[config.mk]
export PLATFORM = sky130hd
export DESIGN_NAME = dpwm_gen
export DESIGN_NICKNAME = d
export VERILOG_FILES = /design/src/rtl/dpwm_pkg.sv /design/src/rtl/dpwm_duty.sv /design/src/rtl/dpwm_seq.sv /design/src/rtl/dpwm_gate.sv /design/src/rtl/dpwm_gen.sv
export SDC_FILE = /design/constraint.sdc
export NUM_CORES = 1
export LEC_CHECK = 0
export BUFFER_PORTS_ARGS = -buffer_cell sky130_fd_sc_hd__buf_2
export CAP_MARGIN = 20
export CORE_MARGIN = 3
export CORE_UTILIZATION = 36
export DETAILED_ROUTE_END_ITERATION = 8
export GPL_TIMING_DRIVEN = 0
export PLACE_DENSITY = 0.62
export SYNTH_ARGS = -nofsm -noshare
export SYNTH_HDL_FRONTEND = slang
export SYNTH_HIERARCHICAL = 1
export SYNTH_SLANG_ARGS = --single-unit
[constraint.sdc]
create_clock -name clk -period 6 [get_ports clk]
set_clock_uncertainty 0.2 [all_clocks]
set_input_delay 0.3 -clock clk [delete_from_list [all_inputs] [get_ports clk]]
set_output_delay 0.3 -clock clk [all_outputs]
set_load 0.05 [all_outputs]
[src/rtl/dpwm_pkg.sv]
package dpwm_pkg;

    // Half-period state of the sequencer
    typedef enum logic {
        SUB_ZERO = 1'b0,
        SUB_ONE  = 1'b1
    } sub_e;

endpackage

[src/rtl/dpwm_duty.sv]
module dpwm_duty #(
    parameter int DUTY_W = 8
) (
    input  logic              clk,
    input  logic              rst,
    input  logic              wr,
    input  logic [DUTY_W-1:0] wdata,
    input  logic              load,
    output logic [DUTY_W-1:0] active
);

    logic [DUTY_W-1:0] shadow_q;
    logic [DUTY_W-1:0] active_q;

    // Writes go to the shadow copy at any time; the working copy follows
    // only at the end of a full period.
    always_ff @(posedge clk) begin
        if (rst) begin
            shadow_q <= '0;
            active_q <= '0;
        end else begin
            if (wr) begin
                shadow_q <= wdata;
            end
            if (load) begin
                active_q <= shadow_q;
            end
        end
    end

    assign active = active_q;

endmodule

[src/rtl/dpwm_seq.sv]
module dpwm_seq
    import dpwm_pkg::*;
#(
    parameter int POS_W = 7
) (
    input  logic             clk,
    input  logic             rst,
    input  logic             tick,
    input  logic [POS_W:0]   duty,
    output logic [POS_W-1:0] pos,
    output logic             sub_one,
    output logic             raw,
    output logic             period_end
);

    localparam logic [POS_W-1:0] POS_LAST = '1;

    sub_e             state_q;
    sub_e             state_nx;
    logic [POS_W-1:0] pos_q;
    logic [POS_W-1:0] pos_nx;
    logic             half_end;
    logic [POS_W:0]   thr;

    assign half_end = tick && (pos_q == POS_LAST);

    // Next-state logic: HALF_WRAP and PERIOD_WRAP
    always_comb begin
        state_nx = state_q;
        pos_nx   = pos_q;
        if (tick) begin
            pos_nx = pos_q + 1'b1;
        end
        unique case (state_q)
            SUB_ZERO: if (half_end) state_nx = SUB_ONE;
            SUB_ONE:  if (half_end) state_nx = SUB_ZERO;
        endcase
    end

    // State register
    always_ff @(posedge clk) begin
        if (rst) begin
            state_q <= SUB_ZERO;
            pos_q   <= '0;
        end else begin
            state_q <= state_nx;
            pos_q   <= pos_nx;
        end
    end

    // Outputs: threshold per half-period and the compare
    always_comb begin
        thr        = {1'b0, duty[POS_W:1]};
        period_end = 1'b0;
        unique case (state_q)
            SUB_ZERO: thr = thr + {{POS_W{1'b0}}, duty[0]};
            SUB_ONE:  period_end = half_end;
        endcase
        raw = ({1'b0, pos_q} < thr);
    end

    assign pos     = pos_q;
    assign sub_one = (state_q == SUB_ONE);

endmodule

[src/rtl/dpwm_gate.sv]
module dpwm_gate (
    input  logic clk,
    input  logic rst,
    input  logic gate_we,
    input  logic gate_wdata,
    input  logic dir_we,
    input  logic dir_wdata,
    input  logic raw,
    output logic gate_q,
    output logic dir_q,
    output logic pwm_out,
    output logic pwm_oe
);

    always_ff @(posedge clk) begin
        if (rst) begin
            gate_q <= 1'b0;
            dir_q  <= 1'b1;
        end else begin
            if (gate_we) gate_q <= gate_wdata;
            if (dir_we)  dir_q  <= dir_wdata;
        end
    end

    assign pwm_out = raw & gate_q & ~dir_q;
    assign pwm_oe  = ~dir_q;

endmodule

[src/rtl/dpwm_gen.sv]
module dpwm_gen #(
    parameter int DUTY_W = 8
) (
    input  logic              clk,
    input  logic              rst,
    input  logic              tick,
    input  logic              duty_we,
    input  logic [DUTY_W-1:0] duty_wdata,
    input  logic              gate_we,
    input  logic              gate_wdata,
    input  logic              dir_we,
    input  logic              dir_wdata,
    output logic              pwm_out,
    output logic              pwm_oe
);

    localparam int POS_W = DUTY_W - 1;

    logic [DUTY_W-1:0] act_duty;
    logic [POS_W-1:0]  pos_w;
    logic              sub_one;
    logic              raw;
    logic              period_end;
    logic              gate_q;
    logic              dir_q;

    dpwm_duty #(.DUTY_W(DUTY_W)) u_duty (
        .clk    (clk),
        .rst    (rst),
        .wr     (duty_we),
        .wdata  (duty_wdata),
        .load   (period_end),
        .active (act_duty)
    );

    dpwm_seq #(.POS_W(POS_W)) u_seq (
        .clk        (clk),
        .rst        (rst),
        .tick       (tick),
        .duty       (act_duty),
        .pos        (pos_w),
        .sub_one    (sub_one),
        .raw        (raw),
        .period_end (period_end)
    );

    dpwm_gate u_gate (
        .clk        (clk),
        .rst        (rst),
        .gate_we    (gate_we),
        .gate_wdata (gate_wdata),
        .dir_we     (dir_we),
        .dir_wdata  (dir_wdata),
        .raw        (raw),
        .gate_q     (gate_q),
        .dir_q      (dir_q),
        .pwm_out    (pwm_out),
        .pwm_oe     (pwm_oe)
    );

endmodule

Yosys cells after proc, flatten, opt, wreduce, memory -nomap -nowiden:

Cells that the tools add are included.

* input bits: 16
* register bits after elaboration: 26
* logic and storage cells: 20
* output and inout port bits: 2

* eq/ne operators: 1
* muxes and demuxes: 5
* reduce and logical (&&, ||, !) cells: 1
* bitwise gates (word level): 4
* order comparisons: 1
* $add $sub $neg: 2

Operators by type and width (number)
* adder 7 x 1 -> 8 bit: 1
* less-than comparator 7 x 8 -> 1 bit: 1
* two-way mux 8 bit: 1
* adder 7 x 1 -> 7 bit (second input constant): 1
* equality test 7 bit (second input constant): 1
* two-way mux 1 bit: 3
* bitwise AND 1 bit: 2
* inverter 1 bit: 2
* case mux 1 bit (2 select lines): 1
* logical AND 1 bit: 1

Depth between registers and ports, before layout:

Gate-level depths: netlist (run 1).

* word-level depth: 5
* depth in mapped cells: 9
* mapped depth without buffers: 9

Modules after synthesis:

The synthesis (run 1) kept the hierarchy.

Modules (own cells, without submodules)
* dpwm_seq: instances 1, cells an instance 68, area an instance 610.6 µm²
* dpwm_duty: instances 1, cells an instance 52, area an instance 579.3 µm²
* dpwm_gate: instances 1, cells an instance 9, area an instance 83.8 µm²

Worst setup path before layout (run 1):

Ideal clock, no wire load.

* path type: register to output
* from: register u_seq.state_q (netlist: u_seq/sub_one)
* to: output pwm_out
* arrival time: 2129 ps
* setup slack: 3371 ps
* cell stages (with the launch flop): 10
* buffers on the path: 0
* cells stage by stage: dfxtp_1 and4b_1 nand3_1 xor2_1 ha_1 a21o_1 a211oi_1 o21ai_0 o211ai_1 and3_1

* word-level cells in the longest chain between the ends: 4

RTL lines
* start, declared: line dpwm_seq.sv:18 `sub_e state_q;`
* start signal, assigned: line dpwm_seq.sv:46 `state_q <= state_nx;`
* two-way mux 8 bit: line dpwm_seq.sv:55 `unique case (state_q)`
* less-than comparator 7 x 8 -> 1 bit: line dpwm_seq.sv:59 `raw = ({1'b0, pos_q} < thr);`
* net raw: line dpwm_gen.sv:22 `logic raw;`
* bitwise AND 1 bit (2 in a row): line dpwm_gate.sv:25 `assign pwm_out = raw & gate_q & ~dir_q;`
* end, declared: line dpwm_gen.sv:13 `output logic pwm_out,`

The timed path passes the listed nets, and every way through them passes these cells.

Final worst setup path (run 1):

* from: register u_duty.active_q[2] (netlist: u_duty/active[2])
* to: output pwm_out

* word-level cells in the longest chain between the ends: 5

RTL lines
* start, declared: line dpwm_duty.sv:13 `logic [DUTY_W-1:0] active_q;`
* start signal, assigned: line dpwm_duty.sv:26 `active_q <= shadow_q;`
* adder 7 x 1 -> 8 bit: line dpwm_seq.sv:56 `SUB_ZERO: thr = thr + {{POS_W{1'b0}}, duty[0]};`
* two-way mux 8 bit (*): line dpwm_seq.sv:55
* less-than comparator 7 x 8 -> 1 bit (*): line dpwm_seq.sv:59
* net raw: line dpwm_gen.sv:22
* bitwise AND 1 bit (*) (2 in a row): line dpwm_gate.sv:25

The timed path passes the listed nets; every way through them passes the cells marked *.

==> flow_metrics.py, run 1 <==
metrics = {
    "synthesis": {
        "synth_nets": 155,
        "synth_seq_area_share": 0.409,
        "ys_async_sr_fraction": 0,
        "yosys_warnings": 6,
        "synth.largest_area_cell": "dfxtp_1",
        "synth-seq-cells": 26,
        "yosysUniqueCellTypes": 31,
        "ys_dominant_reg_cell": "dfxtp_1",
        "syn_area_sq_um": 1270,
        "synth_area_leaders": "dfxtp_1, mux2i_1, ha_1, nor2_1, xor2_1",
        "yosysMostFrequentCell": "dfxtp_1",
        "synth_edf_count": 0,
        "synth.avg_cell_area_sq_um": 9.87,
        "synthCells": 129,
        "synthTopCellsByCount": "dfxtp_1, nor2_1, mux2i_1",
        "synth_top_area_frac": 0.409,
    },
    "floorplanning": {
        "io_pins": 18,
        "die-area_sq_um": 4290,
        "rows": 20,
        "core_area_sq_um": 3200,
        "die_h_um": 65.5,
        "die_w_um": 65.5,
        "start_util": 0.398,
    },
    "timing": {
        "setup_viol": 0,
        "rsz0062_at_grt": "false",
        "fin_crit_sh": 0.522,
        "slew-limit-headroom": 0.750,
        "max_freq_mhz": 320,
        "timing.hold.ws_ps": 5.22,
        "hold_viol_final": 0,
        "worst-slew-pin-transition_ps": 375,
        "fin_ws_ps": 2870,
        "period_needed_ps": 3130,
        "tns_ps": 0,
        "finalMaxSlewViolations": 0,
    },
    "pwr": {
        "p_per_area_nw_per_um2": 212,
        "p_leak_nw": 0.683,
        "ir_drop_mv": 0.0960,
    },
    "critical_path": {
        "slowest_stage": "dfxtp_1",
        "cp.buffers_inverters": 1,
        "critPathCaptureType": "output port",
        "crit_chain": "and4b_1, nand3_1, xor2_1, ha_1, a21o_1, a211oi_1, o21ai_0, o211ai_1, and3_1, buf_2",
        "crit_required_ps": 5500,
        "path_class": "flip-flop to output port",
        "worstPathMaxFanout": 5,
        "start_kind": "flip-flop",
        "cp_top_family": "compound AO/OA/AOI/OAI gates",
        "worstPathArrival_ps": 2630,
        "cp_slowest_stage_delay_ps": 440,
    },
    "cts": {
        "cts_resized": 0,
        "post_cts_buffers": 0,
        "cts_max_path_buffers": 2,
        "cts_tree": "done",
        "path_clk_slew_ps": 150,
        "numCtsBuffers": 3,
        "root_buffer": "clkbuf_4",
        "cts.sinks": 26,
        "insertion_delay_ps": 330,
        "cts_htree_levels": 1,
    },
    "global_route": {
        "antenna_found_initial": 0,
        "grt_pass1_wl_um": 4180,
        "grt_pass1_vias": 1011,
        "grt_overflow": 0,
        "grt_max_degree": 16,
        "gr-usage-all-layers": 0.128,
    },
    "worst_hold_path": {
        "hold_class": "primary input to flip-flop",
    },
    "layout": {
        "finalNetCount": 188,
        "diodes": 0,
        "areaGrowthSynthToFinish_pct": 24.2,
        "drive_above_1_share": 0.174,
        "fillerInstances": 322,
        "stdcell_area_sq_um": 1580,
        "multi_input_area_sq_um": 703,
        "seqCellArea_sq_um": 520,
    },
    "route": {
        "drtIter0Drc": 24,
        "route.detailed.drc": 0,
        "routedWlPerCell_um": 11.6,
        "routed-via-count": 1001,
        "dr.pass1.iters": 4,
        "avgViaCountPerCell": 4.88,
        "antenna_left": 0,
        "drt_wl_total_um": 2380,
    },
    "run_status": {
        "status": "completed",
    },
    "place": {
        "pre_cts_ws_ps": 3260,
        "dp_hpwl_um": 1810,
        "io_buffers": 16,
        "place_area_sq_um": 1410,
        "routabilityCongestion": 0.729,
    },
    "flow_run": {
        "max_cap_violations": 0,
    },
}
[area by class of cell]
class	count	area share
multi-input cells	96	0.445
flip-flops and latches	26	0.329
repair buffers	28	0.127
clock inverters	1	0.0190
well taps	44	0.0348
plain buffers	5	0.0269
clock buffers	3	0.0142
inverters	2	0.00475
[path summary, 6_finish.rpt]
check	start	cells after the start	end	slack, ps
max	u_duty/active[2]	10	pwm_out	2870
min	duty_wdata[3]	3	u_duty/shadow_q[3]	5
max reg2reg	u_seq/pos[0]	8	u_duty/active[5]	4000
min reg2reg	u_duty/shadow_q[2]	2	u_duty/shadow_q[2]	310
[worst reg2reg max path, stage by stage, from the launching register on]
cell	delay, ps
dfxtp_1	440
ha_1	190
nand4_1	150
nor2_1	200
and2_1	170
ha_1	160
buf_6	150
mux2i_1	200
nor2_1	50
[logic make-up (layout without fill, tap and decap cells)]
logic type	count (synthesis)	after routing	share of synthesized area
buf+inv	7	39	0.0393
simple gates	46	46	0.173
flops	26	26	0.409
xor+xnor	11	11	0.0756
compound gates	10	10	0.0560
fa+ha+maj	10	10	0.0982
mux	19	19	0.149
[flip-flops by register name (all words and copies together) (netlist names)]
signal	cells
u_duty/active	8
u_duty/shadow_q	8
u_seq/pos	7
u_gate/dir_q	1
u_gate/gate_q	1
u_seq/sub_one	1
[repair_timing]
action,4_1_cts,5_1_grt
hold buffers,10,2
endpoints found under the hold margin,9,1
setup endpoints to repair,0,0
[power by group]
group / internal, mW / total (mW) / leakage [nW] / switching (mW)
registers: 0.178 / 0.182 / 0.212 / 0.00391
clock network: 0.0676 / 0.121 / 0.0279 / 0.0529
logic: 0.0183 / 0.0330 / 0.443 / 0.0147
[cells in the final DEF, fill, tap and decap left out, types with 2 or more instances in the layout]
cell type and instances:
o21ai_0 4, nand3_1 2, buf_2 16, and3_1 2
dlygate4sd3_1 12, buf_6 3, xor2_1 8, xnor2_1 3
nor2b_1 2, dfxtp_1 26, clkbuf_4 3, nor2_1 25
nand2_1 6, mux2i_1 19, ha_1 10
[per-stage QoR]
step,util,total power [mW],std cells
finish,0.494,0.336,205
floorplan,-,0.203,129
global route,0.494,0.354,205
detailed placement,0.440,0.213,189
global placement,0.440,0.211,189
CTS,0.488,0.339,203
[layer usage]
metal	vias to the layer above	GRT usage	part of all wire
li1	507	-	-
met1	471	0.148	0.46
met2	19	0.221	0.49
met3	4	0.0222	0.030
met4	0	0.0699	0.019
met5	-	0	0
Power figures use the tool's default switching activity.
==> run 2, diff against run 1 <==
Clock period 6 ns to 2.9 ns, I/O delays scaled along.
==> run 2 against run 1 <==
- hold slack improved by 310 ps
- global-route usage increased by 0.80 points
- final area increased by 8.3%
- critical endpoint unchanged
- largest power group unchanged
- highest routed layer unchanged
==> flow_metrics.py, run 2 (synthesis results as in run 1) <==
metrics = {
    "run_status": {
        "status": "completed",
    },
    "timing": {
        "finalMaxSlewViolations": 0,
        "fin_crit_sh": 0.963,
        "max_freq_mhz": 358,
        "rsz0062_at_grt": "true",
        "period_needed_ps": 2790,
        "hold_viol_final": 0,
        "fin_ws_ps": 108,
        "tns_ps": 0,
        "slew-limit-headroom": 0.754,
        "timing.hold.ws_ps": 320,
        "setup_viol": 0,
        "worst-slew-pin-transition_ps": 369,
    },
    "global_route": {
        "grt_max_degree": 16,
        "grt_overflow": 0,
        "grt_pass1_vias": 1085,
        "antenna_found_initial": 0,
        "grt_pass1_wl_um": 4460,
        "gr-usage-all-layers": 0.136,
    },
    "cts": {
        "root_buffer": "clkbuf_4",
        "cts_tree": "done",
        "path_clk_slew_ps": 150,
        "numCtsBuffers": 3,
        "cts_max_path_buffers": 2,
        "insertion_delay_ps": 330,
        "cts.sinks": 26,
        "cts_htree_levels": 1,
    },
    "floorplanning": {
        "die-area_sq_um": 4290,
        "die_h_um": 65.5,
        "core_area_sq_um": 3200,
        "start_util": 0.398,
        "rows": 20,
        "die_w_um": 65.5,
        "io_pins": 18,
    },
    "place": {
        "dp_hpwl_um": 1810,
        "io_buffers": 16,
        "routabilityCongestion": 0.729,
        "pre_cts_ws_ps": 317,
        "placedCellCount": 189,
    },
    "critical_path": {
        "path_class": "flip-flop to output port",
        "crit_required_ps": 2560,
        "r2r-start": "u_seq/pos[0]",
        "worstPathMaxFanout": 4,
        "critPathCaptureType": "output port",
        "start_kind": "flip-flop",
        "worstPathArrival_ps": 2450,
        "crit_start": "u_seq/sub_one",
    },
    "layout": {
        "stdcell_count": 215,
        "drive_above_1_share": 0.228,
        "seqCellArea_sq_um": 533,
        "layout_common_cells": "nor2_1, dlygate4sd3_1, dfxtp_1",
        "multi_input_area_sq_um": 718,
        "fillerInstances": 314,
        "final_common_cell": "nor2_1",
        "diodes": 0,
        "areaGrowthSynthToFinish_pct": 34.5,
        "finalNetCount": 198,
    },
    "route": {
        "avgViaCountPerCell": 4.83,
        "route.detailed.drc": 0,
        "drtIter0Drc": 18,
        "drt_wl_total_um": 2490,
        "antenna_left": 0,
        "routed-via-count": 1038,
        "routedWlPerCell_um": 11.6,
        "dr.pass1.iters": 4,
    },
    "pwr": {
        "seq_power_share": 0.531,
        "p_sw_mw": 0.150,
        "p_per_area_nw_per_um2": 412,
        "ir_drop_mv": 0.209,
        "p_sw_frac": 0.212,
        "combPwrFrac": 0.117,
        "clock_power_share": 0.352,
        "p_leak_nw": 0.722,
        "intPower_mw": 0.556,
    },
    "worst_hold_path": {
        "hp-start": "u_duty/shadow_q[6]",
        "hold_class": "flip-flop to flip-flop",
    },
    "flow_run": {
        "max_cap_violations": 0,
    },
}
-- run 2: cell count changes in the layout (fill, tap and decap cells not counted), moves of 2 or more --
cell	before	now
dfxtp_2	0	4
dfxtp_1	26	20
dlygate4sd3_1	12	21
dfxtp_4	0	2
-- run 2: layout make-up --
| class | instances | area share |
|---|---|---|
| multi-input cells | 96 | 0.419 |
| flip-flops and latches | 26 | 0.311 |
| repair buffers | 38 | 0.178 |
| well taps | 44 | 0.0321 |
| plain buffers | 5 | 0.0248 |
| clock inverters | 1 | 0.0175 |
| clock buffers | 3 | 0.0131 |
| inverters | 2 | 0.00438 |
-- run 2: what timing repair did --
item / CTS / global route
buffers inserted: 0 / 1
resized for setup: 3 / 12
setup endpoints to repair: 1 / 1
pin swaps: 0 / 6
endpoints found under the hold margin: 13 / 0
hold buffers: 21 / 0
-- run 2: per-layer routing --
metal	track usage	vias up	routed length [um]
met1	0.152	491	1110
met4	0.0699	0	46
met5	0	-	0
met3	0.0222	4	77
met2	0.244	17	1260
li1	-	526	-
-- run 2: through the flow --
step           cell area, sq um   util  power (mW)
4_1_cts                    1680  0.523       0.717
2_1_floorplan              1270      -       0.419
3_3_place_gp               1410  0.440       0.436
5_1_grt                    1710  0.535       0.745
3_5_place_dp               1410  0.440       0.440
6_report                   1710  0.535       0.705
-- run 2: power groups by stage --
| stage | Clock (mW) | Combinational (mW) | Sequential, mW |
|---|---|---|---|
| 6_report | 0.248 | 0.0823 | 0.375 |
| 5_1_grt | 0.276 | 0.0922 | 0.377 |
| 4_1_cts | 0.259 | 0.0814 | 0.377 |
| 3_5_place_dp | 0 | 0.0550 | 0.385 |
| 3_3_place_gp | 0 | 0.0523 | 0.384 |
| 2_1_floorplan | 0 | 0.0365 | 0.383 |
-- run 2: final timing paths --
check	end	slack (ps)	cells past startpoint
setup / recovery	pwm_out	110	10
hold / removal	u_duty/active[6]	320	2
setup reg to reg	u_duty/active[4]	910	8
hold reg to reg	u_duty/active[6]	320	2
-- run 2: critical path, stage by stage, from the launching register on --
cell      delay, ps
dfxtp_4         370
and4b_1         300
and3_4          200
nand2_2          50
xor2_1          140
ha_1            300
a211oi_2        210
o21ai_1          90
o211ai_1        110
and3_1          200
buf_6           160
